$ cat src/rtl/iprefetch_pkg.sv
package iprefetch_pkg;

  typedef enum logic [1:0] {
    DST_NONE = 2'd0,
    DST_INL1 = 2'd1,
    DST_INL2 = 2'd2,
    DST_HINT = 2'd3
  } dest_t;

  typedef struct packed {
    logic  valid;
    logic  stale;
    dest_t dest;
  } slot_t;

endpackage

$ cat src/rtl/iprefetch_slots.sv
module iprefetch_slots
  import iprefetch_pkg::*;
#(
  parameter int DEPTH  = 4,
  parameter int LINE_W = 11
) (
  input  logic              clk,
  input  logic              rst_n,
  input  logic              pop_i,
  input  logic              trig_i,
  input  logic              purge_i,
  input  logic              inl_v_i,
  input  logic [LINE_W-1:0] inl_line_i,
  input  dest_t             inl_dest_i,
  input  logic              hint_v_i,
  input  logic [LINE_W-1:0] hint_line_i,
  output logic              head_v_o,
  output logic [LINE_W-1:0] head_line_o,
  output dest_t             head_dest_o,
  output logic [DEPTH-1:0]  stale_o,
  output logic              ovf_o
);

  localparam int CW = $clog2(DEPTH + 1);
  localparam int IW = $clog2(DEPTH);

  slot_t             fq_q [DEPTH];
  slot_t             fq_d [DEPTH];
  logic [LINE_W-1:0] la_q [DEPTH];
  logic [LINE_W-1:0] la_d [DEPTH];
  logic              ovf_d;

  slot_t             f0 [DEPTH];
  slot_t             f1 [DEPTH];
  logic [LINE_W-1:0] a0 [DEPTH];
  logic [LINE_W-1:0] a1 [DEPTH];
  logic [CW-1:0]     cnt;
  logic [CW-1:0]     nh;

  // Next state: pop, purge with compaction, stale marking, then insertion.
  always_comb begin
    for (int i = 0; i < DEPTH - 1; i++) begin
      f0[i] = pop_i ? fq_q[i+1] : fq_q[i];
      a0[i] = pop_i ? la_q[i+1] : la_q[i];
    end
    f0[DEPTH-1] = pop_i ? slot_t'('0) : fq_q[DEPTH-1];
    a0[DEPTH-1] = pop_i ? '0 : la_q[DEPTH-1];

    cnt = '0;
    for (int i = 0; i < DEPTH; i++) begin
      f1[i] = '0;
      a1[i] = '0;
    end
    for (int i = 0; i < DEPTH; i++) begin
      if (f0[i].valid && !(purge_i && f0[i].stale)) begin
        f1[cnt[IW-1:0]] = f0[i];
        a1[cnt[IW-1:0]] = a0[i];
        cnt = cnt + 1'b1;
      end
    end

    nh = '0;
    for (int i = 0; i < DEPTH; i++) begin
      if (trig_i && f1[i].valid && f1[i].dest != DST_HINT) f1[i].stale = 1'b1;
      if (f1[i].valid && f1[i].dest == DST_HINT) nh = nh + 1'b1;
    end

    ovf_d = 1'b0;
    for (int i = 0; i < DEPTH; i++) begin
      fq_d[i] = f1[i];
      la_d[i] = a1[i];
    end
    if (hint_v_i) begin
      if (cnt < CW'(DEPTH)) begin
        for (int i = DEPTH - 1; i > 0; i--) begin
          if (i > int'(nh)) begin
            fq_d[i] = f1[i-1];
            la_d[i] = a1[i-1];
          end
        end
        fq_d[nh[IW-1:0]] = '{valid: 1'b1, stale: 1'b0, dest: DST_HINT};
        la_d[nh[IW-1:0]] = hint_line_i;
        cnt = cnt + 1'b1;
      end else begin
        ovf_d = 1'b1;
      end
    end
    if (inl_v_i) begin
      if (cnt < CW'(DEPTH)) begin
        fq_d[cnt[IW-1:0]] = '{valid: 1'b1, stale: 1'b0, dest: inl_dest_i};
        la_d[cnt[IW-1:0]] = inl_line_i;
      end else begin
        ovf_d = 1'b1;
      end
    end
  end

  always_ff @(posedge clk or negedge rst_n) begin
    if (!rst_n) begin
      for (int i = 0; i < DEPTH; i++) begin
        fq_q[i] <= '0;
        la_q[i] <= '0;
      end
      ovf_o <= 1'b0;
    end else begin
      for (int i = 0; i < DEPTH; i++) begin
        fq_q[i] <= fq_d[i];
        la_q[i] <= la_d[i];
      end
      ovf_o <= ovf_d;
    end
  end

  always_comb begin
    for (int i = 0; i < DEPTH; i++) stale_o[i] = fq_q[i].valid && fq_q[i].stale;
  end

  assign head_v_o    = fq_q[0].valid;
  assign head_line_o = la_q[0];
  assign head_dest_o = fq_q[0].dest;

endmodule

$ cat src/rtl/iprefetch_gate.sv
module iprefetch_gate (
  input  logic head_v_i,
  input  logic front_busy_i,
  input  logic ldst_v_i,
  input  logic ldst_store_i,
  input  logic loads_only_i,
  output logic pop_o
);

  logic port_taken;

  // A load always wins the port; a store wins it only when both kinds contend.
  assign port_taken = ldst_v_i && (!loads_only_i || !ldst_store_i);
  assign pop_o      = head_v_i && !front_busy_i && !port_taken;

endmodule

$ cat src/rtl/iprefetch_pipe.sv
module iprefetch_pipe
  import iprefetch_pkg::*;
#(
  parameter int STAGES = 6,
  parameter int LINE_W = 11
) (
  input  logic              clk,
  input  logic              rst_n,
  input  logic              in_v_i,
  input  logic [LINE_W-1:0] in_line_i,
  input  dest_t             in_dest_i,
  output logic              front_busy_o,
  output logic              out_v_o,
  output logic [LINE_W-1:0] out_line_o,
  output dest_t             out_dest_o
);

  logic [STAGES-1:0] v_q;
  logic [STAGES-1:0] v_d;
  logic [LINE_W-1:0] l_q [STAGES];
  dest_t             d_q [STAGES];

  assign v_d = {v_q[STAGES-2:0], in_v_i};

  always_ff @(posedge clk or negedge rst_n) begin
    if (!rst_n) v_q <= '0;
    else        v_q <= v_d;
  end

  // Payload registers: no reset, loaded only when a request moves in.
  always_ff @(posedge clk) begin
    if (in_v_i) begin
      l_q[0] <= in_line_i;
      d_q[0] <= in_dest_i;
    end
    for (int s = 1; s < STAGES; s++) begin
      if (v_q[s-1]) begin
        l_q[s] <= l_q[s-1];
        d_q[s] <= d_q[s-1];
      end
    end
  end

  assign front_busy_o = v_q[0];
  assign out_v_o      = v_q[STAGES-1];
  assign out_line_o   = l_q[STAGES-1];
  assign out_dest_o   = d_q[STAGES-1];

endmodule

$ cat src/rtl/iprefetch_queue.sv
module iprefetch_queue
  import iprefetch_pkg::*;
#(
  parameter int DEPTH  = 4,
  parameter int STAGES = 6,
  parameter int LINE_W = 11
) (
  input  logic              clk,
  input  logic              rst_n,
  input  logic              cfg_loads_only,
  input  logic              inl_req_valid,
  input  logic [LINE_W-1:0] inl_req_line,
  input  logic              inl_req_sel,
  input  logic              hint_req_valid,
  input  logic [LINE_W-1:0] hint_req_line,
  input  logic              hint_trigger,
  input  logic              purge_stale,
  input  logic              ldst_valid,
  input  logic              ldst_is_store,
  output logic              done_valid,
  output logic [LINE_W-1:0] done_line,
  output logic [1:0]        done_dest,
  output logic              overflow
);

  logic              pop;
  logic              head_v;
  logic [LINE_W-1:0] head_line;
  dest_t             head_dest;
  logic              front_busy;
  logic [DEPTH-1:0]  stale_vec;
  dest_t             inl_dest;
  dest_t             out_dest;

  assign inl_dest = inl_req_sel ? DST_INL2 : DST_INL1;

  iprefetch_slots #(.DEPTH(DEPTH), .LINE_W(LINE_W)) u_slots (
    .clk         (clk),
    .rst_n       (rst_n),
    .pop_i       (pop),
    .trig_i      (hint_trigger),
    .purge_i     (purge_stale),
    .inl_v_i     (inl_req_valid),
    .inl_line_i  (inl_req_line),
    .inl_dest_i  (inl_dest),
    .hint_v_i    (hint_req_valid),
    .hint_line_i (hint_req_line),
    .head_v_o    (head_v),
    .head_line_o (head_line),
    .head_dest_o (head_dest),
    .stale_o     (stale_vec),
    .ovf_o       (overflow)
  );

  iprefetch_gate u_gate (
    .head_v_i     (head_v),
    .front_busy_i (front_busy),
    .ldst_v_i     (ldst_valid),
    .ldst_store_i (ldst_is_store),
    .loads_only_i (cfg_loads_only),
    .pop_o        (pop)
  );

  iprefetch_pipe #(.STAGES(STAGES), .LINE_W(LINE_W)) u_pipe (
    .clk          (clk),
    .rst_n        (rst_n),
    .in_v_i       (pop),
    .in_line_i    (head_line),
    .in_dest_i    (head_dest),
    .front_busy_o (front_busy),
    .out_v_o      (done_valid),
    .out_line_o   (done_line),
    .out_dest_o   (out_dest)
  );

  assign done_dest = out_dest;

endmodule

$ cat config.mk
export PLATFORM = sky130hd
export DESIGN_NAME = iprefetch_queue
export DESIGN_NICKNAME = d
export VERILOG_FILES = /design/src/rtl/iprefetch_pkg.sv /design/src/rtl/iprefetch_slots.sv /design/src/rtl/iprefetch_gate.sv /design/src/rtl/iprefetch_pipe.sv /design/src/rtl/iprefetch_queue.sv
export SDC_FILE = /design/constraint.sdc
export NUM_CORES = 1
export LEC_CHECK = 0
export CORE_ASPECT_RATIO = 1.1
export CORE_UTILIZATION = 25
export CTS_BUF_LIST = sky130_fd_sc_hd__clkbuf_2 sky130_fd_sc_hd__clkbuf_4 sky130_fd_sc_hd__clkbuf_8
export DETAILED_ROUTE_END_ITERATION = 10
export MAX_ROUTING_LAYER = met4
export PLACE_DENSITY = 0.45
export SYNTH_ARGS = -nofsm -noshare
export SYNTH_HDL_FRONTEND = slang
export SYNTH_SLANG_ARGS = --single-unit
$ cat constraint.sdc
create_clock -name clk -period 7.4 [get_ports clk]
set_input_delay 1.85 -clock clk [delete_from_list [all_inputs] [get_ports clk]]
set_output_delay 1.85 -clock clk [all_outputs]
set_load 0.03 [all_outputs]
Word level (Yosys, flattened, before mapping):

Memories as Yosys holds them, arrays and structs flattened.
Index checks and enable logic that the tools add are counted.

* register bits: 67
* latch bits: 0
* memory bits (writable): 78
* memory bits (read-only): 0
* input port bits: 32
* output and inout port bits: 15
* word-level logic and storage cells: 205
* memories kept: 2

* add/sub/neg operators: 7
* multiply operators: 0
* div/mod/pow operators: 0
* $lt $le $gt $ge: 15
* equality and inequality tests: 8
* shift-type cells: 0
* mux-type cells: 108
* bitwise gates (word level): 8
* reduce and logical (&&, ||, !) cells: 39

Memory list
* u_pipe.l_q: words 6, bits a word 11, read ports 6, clocked after memory_dff 0, wr ports 5, RTL line iprefetch_pipe.sv:20 `logic [LINE_W-1:0] l_q [STAGES];`
* u_pipe.d_q: words 6, bits a word 2, read ports 6, clocked after memory_dff 0, wr ports 5, RTL line iprefetch_pipe.sv:21 `dest_t d_q [STAGES];`

Operators by type and width (number)
* 44-bit two-way mux: 7
* 44-bit bitwise mux: 5
* 11-bit two-way mux: 20
* 16-bit two-way mux: 7
* 11-bit demux with 2-bit select: 5
* 4-bit two-way mux: 19
* 16-bit bitwise mux: 4
* 4-bit demux with 2-bit select: 5
* 3-bit two-way mux: 10
* 1-bit logical AND: 28
* 1-bit two-way mux: 24
* 3-bit by 1-bit adder with 3-bit output (second input constant): 5
* 3-bit greater-or-equal comparator (second input constant): 5
* 3-bit by 1-bit < comparator with 1-bit output (second input constant): 5
* 2-bit NOT with 3-bit output: 4
* 12-bit OR: 1
* 11-bit OR reduction: 1
* 2-bit equality test (second input constant): 4
* 1-bit zero test: 8
* 2-bit inequality test (second input constant): 4
* 2-bit by 3-bit > comparator with 1-bit output (first input constant): 2
* 3-bit < comparator (second input constant): 2
* 1-bit by 1-bit adder with 2-bit output (second input constant): 2
* 4-bit bitwise AND: 1
* other kinds (6): 7

Logic depth before layout (Yosys ltp):

* depth in word-level cells: 42
* mapped depth: 31
* gate-level depth less buffers: 25

Modules after synthesis:

A second synthesis with hierarchy kept.

* cell total of the unflattened synthesis: 725
* area total of the unflattened synthesis: 7882.6 µm²

Modules (own cells, without submodules)
* iprefetch_slots: times used 1, cells an instance 637, area an instance 5367.6 µm², sequential area each 1526.5 µm²
* iprefetch_pipe: times used 1, cells an instance 84, area an instance 2492.4 µm², sequential area each 2492.4 µm²
* iprefetch_gate: times used 1, cells an instance 3, area an instance 18.8 µm², sequential area each 0.0 µm²
* iprefetch_queue: times used 1, cells an instance 1, area an instance 3.8 µm², sequential area each 0.0 µm²

Least setup slack after synthesis:

No wires, ideal clock.

* path kind: input to register
* from: in ldst_valid
* to: reg u_slots.fq_q[11] in the netlist's numbering
* library setup time: 0.143 ns
* arrival: 7.539 ns
* required time: 7.257 ns
* setup slack: -0.282 ns
* stages on the path: 29
* path buffers: 6
* cell sequence: a21boi_2 > buf_2 > a211oi_1 > nor2_1 > clkbuf_1 > ha_1 > clkbuf_1 > xor2_1 > inv_1 > ha_1 > o211ai_1 > and2_1 > clkbuf_1 > o22a_1 > o31ai_1 > nand2b_1 > ha_1 > clkbuf_1 > inv_1 > nor2_1 > a221oi_2 > inv_1 > ha_1 > or4_1 > a21oi_1 > or2_2 > clkbuf_1 > and3_1 > o21ai_0

RTL lines
* start: declaration: RTL line iprefetch_queue.sv:18 `input logic ldst_valid,`
* end signal: indexed assignment: RTL line iprefetch_slots.sv:107 `fq_q[i] <= fq_d[i];`
* end: declaration: RTL line iprefetch_slots.sv:27 `slot_t fq_q [DEPTH];`

==> results.ini <==
[floorplan]
ios = 47
die_w_um = 173
num_rows = 68
die_h_um = 190
initial_utilization_pct = 25.5
core-area_sq_mm = 0.0316
die-area_sq_mm = 0.0329

[final_layout]
nets = 902
multi_input_area_sq_mm = 0.00371
area_growth_pct = 20.5
drive_gt1_share_pct = 15.8
finalInstanceArea_sq_mm = 0.00971
seq_area_sq_mm = 0.00402
final_util_pct = 30.8
n_antenna_cell = 0
final-instance-count-excl-fill = 1292
fillers = 3262
final_cell_mix = 78 x edfxtp_1, 75 x nand2_1, 74 x nor2_1
mostFrequentLayoutCell = edfxtp_1

[route]
wl_per_cell_um = 21.2
vias = 6885
drc = 0
wl_um = 27400
drt_iter0_drc = 640
vias_per_cell = 5.33
ant_nets = 0
dr.pass1.iters = 5

[job]
drv_cap = 0

[setup_path]
r2r-start = u_pipe.v_q[0]
cp.buffers_inverters = 5
rr_worst_depth = 22
cp_data_arrival_time_ns = 7.26
crit_cells = 24
crit_family = simple AND/OR/NAND/NOR gates
start_kind = primary input
timing.rr.end = u_slots.fq_q[10]
cp_data_required_time_ns = 7.74
crit_chain = clkdlybuf4s50_1 -> a21bo_1 -> and4b_1 -> or3_1 -> inv_2 -> ha_1 -> xor2_1 -> inv_1 -> ha_1 -> o211ai_1 -> nand3_1 -> o31ai_1 -> nand2b_1 -> ha_1 -> inv_1 -> nor2_1 -> a221oi_2 -> inv_1 -> ha_1 -> or4_1 -> a21oi_1 -> or2_2 -> a211oi_1 -> a2111oi_2
cp_slowest_cell = or4_1
slowest_delay_ns = 0.51
crit_fanout = 7
end_kind = flip-flop
worst-setup-path-type = primary input to flip-flop
rrSetupSlack_ns = 1.34
critPathMostFrequentCell = ha_1

[clock_network]
insertion_delay_ns = 0.46
cts_repair_resize_count = 0
clock-sinks = 145
postCtsSetupBuffers = 0
cts_tree = built
clockBufferDepth = 2
cts_buffers = 17
hold_buffers = 0
clk_pin_slew_worst_paths_ns = 0.08
cts-root-buf = clkbuf_8
htree_levels = 4

[synth]
yosys-top-cells-area = edfxtp_1 29%, dfrtp_1 21%, nand2_1 3.5%
synth_edf_count = 78
synth-adder-area-share_pct = 1.71
ys.warnings.count = 0
synth.avg_cell_area_sq_um = 10.3
synth_cells = 783
synth_top_family_by_area = compound AO/OA/AOI/OAI gates
yosys.area.top_type = edfxtp_1
synth-async-reset-ratio_pct = 46.2
synth_compound_area_share_pct = 23.4
synthSimpleGateAreaFrac_pct = 16.7
synth_xor_area_share_pct = 1.06
synthMuxAreaShare_pct = 3.14
netlist_area_sq_mm = 0.00806
ys.flop_type = edfxtp_1
synth_cell_types = 82
synth_top_area_share_pct = 29.1
synthesis.nets = 826
ys_seq_elements = 145
ys_seq_area_share_pct = 49.9

[placed_design]
gp_congestion = 0.834
placed_cell_area_sq_mm = 0.00931
port_buffers = 46
hpwl_um = 19200
placed_cells = 1260

[timing]
worst_slew_pin_slew_ns = 1.12
hold_ws_ns = 0.421
setup_violations = 0
max_slew_margin_pct = 24.8
period_share_pct = 93.5
rsz0062_at_grt = false
finalHoldViolations = 0
clock_skew_ns = 0.0192
fin_crit_ns = 6.92
max_freq_mhz = 145
slew_viol_final = 0

[worst_hold_path]
min_to = u_pipe.l_q[2][1]
min_path_type = flip-flop to flip-flop
min_from = u_pipe.l_q[1][1]
min_path_cells = 0

[global_routing]
grt_max_degree = 68
met2_usage_pct = 29.6
grt-busiest-layer = met2
grt_use_met3_pct = 3.79
antenna_found_initial = 0
grtUsageTotal_pct = 17.6
grt_pass1_wl_um = 42300
grt_overflow = 0
grtUsageMet1_pct = 20.8
grt_pass1_vias = 6974

[outcome]
outcome = completed

-- cell usage after synthesis, types with 18 or more instances --
library cell  count
dfrtp_1          67
nand3_1          34
nor2_1           75
and2_1           18
buf_2            20
nand2_1          75
edfxtp_1         78
clkbuf_1         23
a21oi_1          50
-- metal layers --
metal  wire length, um  vias to the layer above
li1                  -                     3161
met1             11000                     3336
met2             13700                      333
met3              2010                       55
met4               633                        0
met5                 0                        -
-- flip-flops by register name, summed over array words and instances (netlist names) --
signal	count
u_pipe.l_q	66
u_slots.la_q	33
u_slots.fq_q	13
u_pipe.d_q	12
u_slots.head_line_o	11
u_pipe.v_q	6
u_slots.head_dest_o	2
u_slots.head_v_o	1
u_slots.ovf_o	1
-- cell families (layout without fill, tap and decap cells) --
group                      Yosys count  after routing
adders and majority gates           11             11
muxes                               22             22
xor gates and xnor gates             8              8
DFF                                145            145
AOI/OAI and AO/OA                  249            249
buffers and inverters               70            159
and+or+nand+nor                    278            278
-- final cells by class --
cell class	count	area share, %
Tap cell	420	5.41
Timing Repair Buffer	110	10.2
Sequential cell	145	41.4
Multi-Input combinational cell	568	38.2
Clock buffer	17	2.41
Inverter	17	0.657
Clock inverter	15	1.75
-- through the flow --
step / setup slack (ns) / TNS (ns)
2_1_floorplan: -0.00171 / -0.00171
3_3_place_gp: 0.105 / 0
3_5_place_dp: 0.0673 / 0
4_1_cts: 0.511 / 0
5_1_grt: 0.0800 / 0
6_report: 0.480 / 0
-- worst max-delay path by stage --
stage / endpoint / startpoint
after global placement: u_slots.fq_q[10] / ldst_valid
after global routing: u_slots.fq_q[10] / ldst_valid
after detailed placement: u_slots.fq_q[10] / ldst_valid
after floorplan: u_slots.fq_q[11] / ldst_valid
after CTS: u_slots.fq_q[10] / ldst_valid
final: u_slots.fq_q[10] / ldst_valid
Power is left out: the tool's default activity adds up to more than one toggle a clock period on the data nets, which glitch-free logic cannot reach.
